[src/rtl/cntm_pkg.sv]
package cntm_pkg;
   typedef enum logic {
      MODE_TIMER   = 1'b0,
      MODE_COUNTER = 1'b1
   } cntm_mode_e;
endpackage

[src/rtl/cntm_preset_regs.sv]
module cntm_preset_regs
   import cntm_pkg::*;
#(
   parameter int CNT_W  = 16,
   parameter int BYTE_W = 8,
   parameter int ADDR_W = 2
) (
   input  logic              clk,
   input  logic              rst_n,
   input  logic              wr_en,
   input  logic [ADDR_W-1:0] wr_addr,
   input  logic [BYTE_W-1:0] wr_data,
   output logic [CNT_W-1:0]  preset,
   output cntm_mode_e        mode
);
   localparam int NBYTES    = CNT_W / BYTE_W;
   localparam int MODE_ADDR = NBYTES;

   // byte lanes: lane i holds bits [i*BYTE_W +: BYTE_W], most significant lane at address 0
   for (genvar i = 0; i < NBYTES; i++) begin : g_lane
      localparam int LANE_ADDR = NBYTES - 1 - i;
      logic [BYTE_W-1:0] lane_q;
      always_ff @(posedge clk or negedge rst_n) begin
         if (!rst_n) begin
            lane_q <= '0;
         end else if (wr_en && (wr_addr == ADDR_W'(LANE_ADDR))) begin
            lane_q <= wr_data;
         end
      end
      assign preset[i*BYTE_W +: BYTE_W] = lane_q;
   end

   always_ff @(posedge clk or negedge rst_n) begin
      if (!rst_n) begin
         mode <= MODE_TIMER;
      end else if (wr_en && (wr_addr == ADDR_W'(MODE_ADDR))) begin
         mode <= cntm_mode_e'(wr_data[0]);
      end
   end
endmodule

[src/rtl/cntm_core.sv]
module cntm_core
   import cntm_pkg::*;
#(
   parameter int CNT_W = 16
) (
   input  logic             clk,
   input  logic             rst_n,
   input  logic             tick,
   input  logic             start,
   input  logic             stop,
   input  logic             to_set,
   input  logic             to_clr,
   input  logic             rx_char,
   input  logic [CNT_W-1:0] preset,
   input  cntm_mode_e       mode,
   output logic [CNT_W-1:0] cnt,
   output logic             run,
   output logic             to_act,
   output logic             flag,
   output logic             sq,
   output logic             zp
);
   logic [CNT_W-1:0] cnt_q;
   logic [CNT_W-1:0] cnt_dec;
   logic             run_q, to_q, flag_q, sq_q, zp_q;
   logic             at_le1, at_one, adv;

   assign cnt_dec = cnt_q - CNT_W'(1);
   assign at_le1  = (cnt_q[CNT_W-1:1] == '0);
   assign at_one  = (cnt_q == CNT_W'(1));
   assign adv     = run_q && tick;

   always_ff @(posedge clk or negedge rst_n) begin
      if (!rst_n) begin
         cnt_q  <= '0;
         run_q  <= 1'b0;
         to_q   <= 1'b0;
         flag_q <= 1'b0;
         sq_q   <= 1'b0;
         zp_q   <= 1'b0;
      end else begin
         zp_q <= 1'b0;
         if (to_clr) begin
            to_q  <= 1'b0;
            run_q <= 1'b0;
         end else if (to_set) begin
            to_q  <= 1'b1;
            run_q <= 1'b0;
         end else if (to_q) begin
            if (stop) flag_q <= 1'b0;
            if (rx_char) begin
               cnt_q <= preset;
               run_q <= 1'b1;
            end else if (adv) begin
               if (at_le1) begin
                  cnt_q  <= '0;
                  run_q  <= 1'b0;
                  flag_q <= 1'b1;
                  zp_q   <= 1'b1;
               end else begin
                  cnt_q <= cnt_dec;
               end
            end
         end else if (stop) begin
            run_q  <= 1'b0;
            flag_q <= 1'b0;
         end else if (start) begin
            cnt_q <= preset;
            run_q <= 1'b1;
         end else if (adv) begin
            if (mode == MODE_TIMER) begin
               if (at_le1) begin
                  cnt_q  <= preset;
                  sq_q   <= ~sq_q;
                  flag_q <= 1'b1;
                  zp_q   <= 1'b1;
               end else begin
                  cnt_q <= cnt_dec;
               end
            end else begin
               cnt_q <= cnt_dec;
               if (at_one) begin
                  flag_q <= 1'b1;
                  zp_q   <= 1'b1;
               end
            end
         end
      end
   end

   assign cnt    = cnt_q;
   assign run    = run_q;
   assign to_act = to_q;
   assign flag   = flag_q;
   assign sq     = sq_q;
   assign zp     = zp_q;
endmodule

[src/rtl/cntm_snap.sv]
module cntm_snap #(
   parameter int CNT_W  = 16,
   parameter int BYTE_W = 8
) (
   input  logic             clk,
   input  logic             rst_n,
   input  logic             rd,
   input  logic [CNT_W-1:0] cnt,
   output logic [CNT_W-1:0] val
);
   localparam int NBYTES = CNT_W / BYTE_W;

   // every lane shares the one strobe so all bytes come from the same edge
   for (genvar i = 0; i < NBYTES; i++) begin : g_lane
      logic [BYTE_W-1:0] q;
      always_ff @(posedge clk or negedge rst_n) begin
         if (!rst_n)  q <= '0;
         else if (rd) q <= cnt[i*BYTE_W +: BYTE_W];
      end
      assign val[i*BYTE_W +: BYTE_W] = q;
   end
endmodule

[src/rtl/cntm_top.sv]
module cntm_top
   import cntm_pkg::*;
#(
   parameter int CNT_W  = 16,
   parameter int BYTE_W = 8,
   parameter int ADDR_W = 2
) (
   input  logic              clk,
   input  logic              rst_n,
   input  logic              wr_en,
   input  logic [ADDR_W-1:0] wr_addr,
   input  logic [BYTE_W-1:0] wr_data,
   input  logic              cmd_start,
   input  logic              cmd_stop,
   input  logic              cmd_to_set,
   input  logic              cmd_to_clr,
   input  logic              rx_char,
   input  logic              tick_en,
   input  logic              rd_snap,
   output logic [CNT_W-1:0]  rd_val,
   output logic              irq_flag,
   output logic              sq_out,
   output logic              zero_pulse
);
   localparam int NBYTES = CNT_W / BYTE_W;

   if (CNT_W % BYTE_W != 0) begin : g_bad_split
      $error("CNT_W must be a whole number of bytes");
   end
   if (NBYTES < 1) begin : g_bad_width
      $error("CNT_W must be at least one byte");
   end
   if ((1 << ADDR_W) < NBYTES + 1) begin : g_bad_addr
      $error("ADDR_W too narrow for preset lanes plus mode");
   end

   logic [CNT_W-1:0] preset;
   cntm_mode_e       mode;
   logic [CNT_W-1:0] cnt;
   logic             run, to_act;

   cntm_preset_regs #(.CNT_W(CNT_W), .BYTE_W(BYTE_W), .ADDR_W(ADDR_W)) u_regs (
      .clk(clk), .rst_n(rst_n), .wr_en(wr_en), .wr_addr(wr_addr),
      .wr_data(wr_data), .preset(preset), .mode(mode)
   );

   cntm_core #(.CNT_W(CNT_W)) u_core (
      .clk(clk), .rst_n(rst_n), .tick(tick_en), .start(cmd_start),
      .stop(cmd_stop), .to_set(cmd_to_set), .to_clr(cmd_to_clr),
      .rx_char(rx_char), .preset(preset), .mode(mode), .cnt(cnt),
      .run(run), .to_act(to_act), .flag(irq_flag), .sq(sq_out),
      .zp(zero_pulse)
   );

   cntm_snap #(.CNT_W(CNT_W), .BYTE_W(BYTE_W)) u_snap (
      .clk(clk), .rst_n(rst_n), .rd(rd_snap), .cnt(cnt), .val(rd_val)
   );
endmodule

[config.mk]
export PLATFORM = sky130hd
export DESIGN_NAME = cntm_top
export DESIGN_NICKNAME = d
export VERILOG_FILES = /design/src/rtl/cntm_pkg.sv /design/src/rtl/cntm_preset_regs.sv /design/src/rtl/cntm_core.sv /design/src/rtl/cntm_snap.sv /design/src/rtl/cntm_top.sv
export SDC_FILE = /design/constraint.sdc
export NUM_CORES = 1
export LEC_CHECK = 0
export ABC_AREA = 1
export BUFFER_PORTS_ARGS = -buffer_cell sky130_fd_sc_hd__clkbuf_2
export CORE_MARGIN = 1.5
export CORE_UTILIZATION = 58
export DETAILED_ROUTE_END_ITERATION = 6
export PLACE_DENSITY_LB_ADDON = 0.2
export REMOVE_ABC_BUFFERS = 1
export SLEW_MARGIN = 0
export SYNTH_ARGS = -nofsm -noshare
export SYNTH_HDL_FRONTEND = slang
export SYNTH_SLANG_ARGS = --single-unit
[constraint.sdc]
create_clock -name clk -period 1.65 [get_ports clk]
set_input_delay 0.2475 -clock clk [delete_from_list [all_inputs] [get_ports clk]]
set_output_delay 0.2475 -clock clk [all_outputs]
set_load 0.005 [all_outputs]
==> results.sh <==
export IMPL_status="completed"
export IMPL_synth_edf_count=0
export IMPL_drt_met1_wl_um=3431
export IMPL_ant_nets=0
export IMPL_r2r_start="u_core.cnt[4]"
export IMPL_clock_latency_ns=0.32
export IMPL_synth_most_common_cell="nand2_1"
export IMPL_min_delay_start="cmd_to_clr"
export IMPL_drt_iter0_drc=223
export IMPL_yosysTopAreaCellShare_pct=43.39
export IMPL_fp_dieArea_sq_mm=0.005818
export IMPL_clock_path_buffers=2
export IMPL_powerDensity_mw_per_mm2=1328
export IMPL_grt_max_degree=55
export IMPL_p_sw_mw=1.965
export IMPL_finalCritPeriodShare_pct=96.45
export IMPL_dr_wl_met3_um=476
export IMPL_switching_share_pct=39.14
export IMPL_vias=2972
export IMPL_ir_drop_v=0.0006189
export IMPL_end_kind="register"
export IMPL_grt_pass1_vias=2638
export IMPL_final_core_util_pct=73.54
export IMPL_syn_inst=439
export IMPL_cts_made_buffers=5
export IMPL_area_growth_pct=21.37
export IMPL_wirelength_um=7562
export IMPL_io_buffers=38
export IMPL_worst_path_max_fanout=5
export IMPL_place_hpwl_um=5313
export IMPL_finClkSkew_ns=0.009351
export IMPL_synth_area_sq_mm=0.003114
export IMPL_startpoint_type="register"
export IMPL_internal_power_mw=3.056
export IMPL_cts_root_buf="clkbuf_8"
export IMPL_max_freq_ghz=0.6284
export IMPL_p_leak_nw=2.030
export IMPL_path_class="register to register"
export IMPL_crit_arrival_ns=1.85
export IMPL_final_nets=519
export IMPL_gp_congestion=0.9187
export IMPL_endpoint="u_core.cnt[10]"
export IMPL_async_flop_share_pct=100.0
export IMPL_rows=26
export IMPL_synthTopCellsByCount="nand2_1, dfrtp_1, a21oi_1"
export IMPL_coreArea_sq_mm=0.005140
export IMPL_ys_seq_area_share_pct=43.39
export IMPL_grt_ovfl_total=0
export IMPL_antenna_found_initial=0
export IMPL_initial_utilization_pct=60.59
export IMPL_grt_first_pass_wirelength_um=12310
export IMPL_pwr_share_clk_pct=21.3
export IMPL_synth_area_per_cell_sq_um=7.094
export IMPL_synth_ff_type="dfrtp_1"
export IMPL_cap_violations=0
export IMPL_drc=0
export IMPL_grt_use_total_pct=26.49
export IMPL_cp_required_ns=1.91
export IMPL_grt_setup_unrepaired="true"
export IMPL_layout_setup_ws_ns=0.05853
export IMPL_top_signal_layer_used="met4"
export IMPL_cts_sinks=54
export IMPL_reg2reg_to="u_core.cnt[10]"
export IMPL_synth_area_top_cells="dfrtp_1, nand2_1, a21oi_1"
export IMPL_ys_types=32
export IMPL_comb_power_share_pct=40.8
export IMPL_num_io_pins=39
export IMPL_met2_wirelength_um=3574
export IMPL_seqPwrFrac_pct=37.9
export IMPL_setup_violations_final=0
export IMPL_path_clk_slew_ns=0.10
export IMPL_cp_startpoint="u_core.cnt[4]"
export IMPL_holdPathStages=2
export IMPL_die_w_um=76.28
export IMPL_drive_gt1_share_pct=21.49
export IMPL_synth_area_leader_cell="dfrtp_1"
export IMPL_r2r_worst_path_cells=9
export IMPL_drtPass1Iterations=6
export IMPL_wire_per_inst_um=13.31
export IMPL_vias_per_cell=5.232
export IMPL_antennaDiodeCount=0
export IMPL_dpl_worst_slack_ns=-0.03025
export IMPL_slew_headroom_pct=71.70
export IMPL_die_h_um=76.28
export IMPL_synth_seq_cells=54
export IMPL_finalMaxSlewViolations=0
export IMPL_synth_warnings=0
export IMPL_period_minus_slack_ns=1.591
export IMPL_hold_violations=0
export IMPL_htree_num_levels=2
export IMPL_regToRegSetupSlack_ns=0.06
export IMPL_tightestPinTransition_ns=0.4235
export IMPL_cts_tree="done"
export IMPL_hp_class="input pin to register"
## sequential cells by signal (all words and copies together) (netlist names)
register	flops
u_core.run	1
u_core.zp	1
u_regs.g_lane.lane_q	16
u_regs.mode	1
u_core.cnt	16
u_core.flag	1
u_core.sq	1
u_snap.g_lane.q	16
u_core.to_act	1
## repair_timing
action / 4_1_cts / 5_1_grt
endpoints found under the hold margin: 54 / 0
gates cloned: 0 / 0
endpoints found under the setup margin: 8 / 18
pin swaps: 0 / 7
gates resized for setup: 2 / 20
setup buffers: 0 / 7
hold buffers: 1 / 0
## routing by layer
| layer | vias to the layer above | GRT usage (%) |
|---|---|---|
| met5 | - | 0 |
| met4 | 0 | 7.963 |
| met3 | 7 | 4.072 |
| met2 | 115 | 42.32 |
| met1 | 1344 | 37.42 |
| li1 | 1506 | - |
## metrics by stage
step | hold WS (ns) | TNS (ns) | cells | instance area [sq um] | power (mW)
detailed placement | 0.2694 | -0.05662 | 552 | 3503 | 3.688
global placement | 0.2709 | -0.01306 | 552 | 3503 | 3.632
CTS | 0.08723 | -0.04139 | 561 | 3659 | 4.774
floorplan | -0.04809 | -2.308 | 423 | 3030 | 3.017
global route | 0.08728 | -0.3997 | 568 | 3780 | 5.362
finish | 0.08498 | 0 | 568 | 3780 | 5.021
## power groups by stage
stage	Sequential [mW]	Clock [mW]	Combinational (mW)
2_1_floorplan	1.88	0	1.14
3_3_place_gp	1.87	0	1.76
3_5_place_dp	1.89	0	1.80
4_1_cts	1.86	1.08	1.83
5_1_grt	1.94	1.14	2.28
6_report	1.90	1.07	2.05
## cells by family (layout without fill, tap and decap cells)
logic type,Yosys count,after routing,share of synthesized area [%]
AOI/OAI and AO/OA,70,70,11.89
and+or+nand+nor,254,254,34.83
muxes,2,2,0.7231
xor gates and xnor gates,4,4,1.125
buffers and inverters,53,112,7.232
adders and majority gates,2,2,0.8034
DFF,54,54,43.39
## worst max-delay path: stages (launching register included)
cell	delay, ns
dfrtp_1	0.45
nor2_1	0.23
inv_1	0.15
nor2_4	0.18
nand3_1	0.11
nand2_2	0.11
nand2_1	0.06
a21oi_1	0.12
nand2_1	0.07
nand2_1	0.07
## cell usage in the layout (no fill, tap or decap), types with 2 or more instances in the layout
master / n
nand2_1: 160
a21oi_1: 46
nand2_2: 2
nand3_1: 36
inv_1: 33
nor2_2: 6
buf_4: 25
nor2_1: 33
o21ai_0: 21
inv_2: 3
xor2_1: 2
nor2_4: 7
clkbuf_8: 5
buf_12: 3
dfrtp_1: 51
clkbuf_2: 38
mux2_2: 2
nand2_4: 3
bufinv_16: 2
dfrtp_2: 3
## how the worst min path moves through the flow
stage | end | slack [ns]
after floorplan | u_core.cnt[0] | -0.05
after global placement | u_snap.g_lane[1].q[5] | 0.27
after detailed placement | u_snap.g_lane[1].q[3] | 0.27
after CTS | u_core.to_act | 0.09
after global routing | u_core.to_act | 0.09
final | u_core.to_act | 0.08
## cell type report
cell class | count | area [sq um]
clock buffers | 5 | 68.82
clock inverters | 3 | 68.82
fillers | 419 | 1360
inverters | 37 | 141.4
multi-input cells | 332 | 1610
flip-flops and latches | 54 | 1355
well taps | 70 | 87.58
repair buffers | 67 | 447.9
No activity file was read; power rests on OpenSTA's default activity.
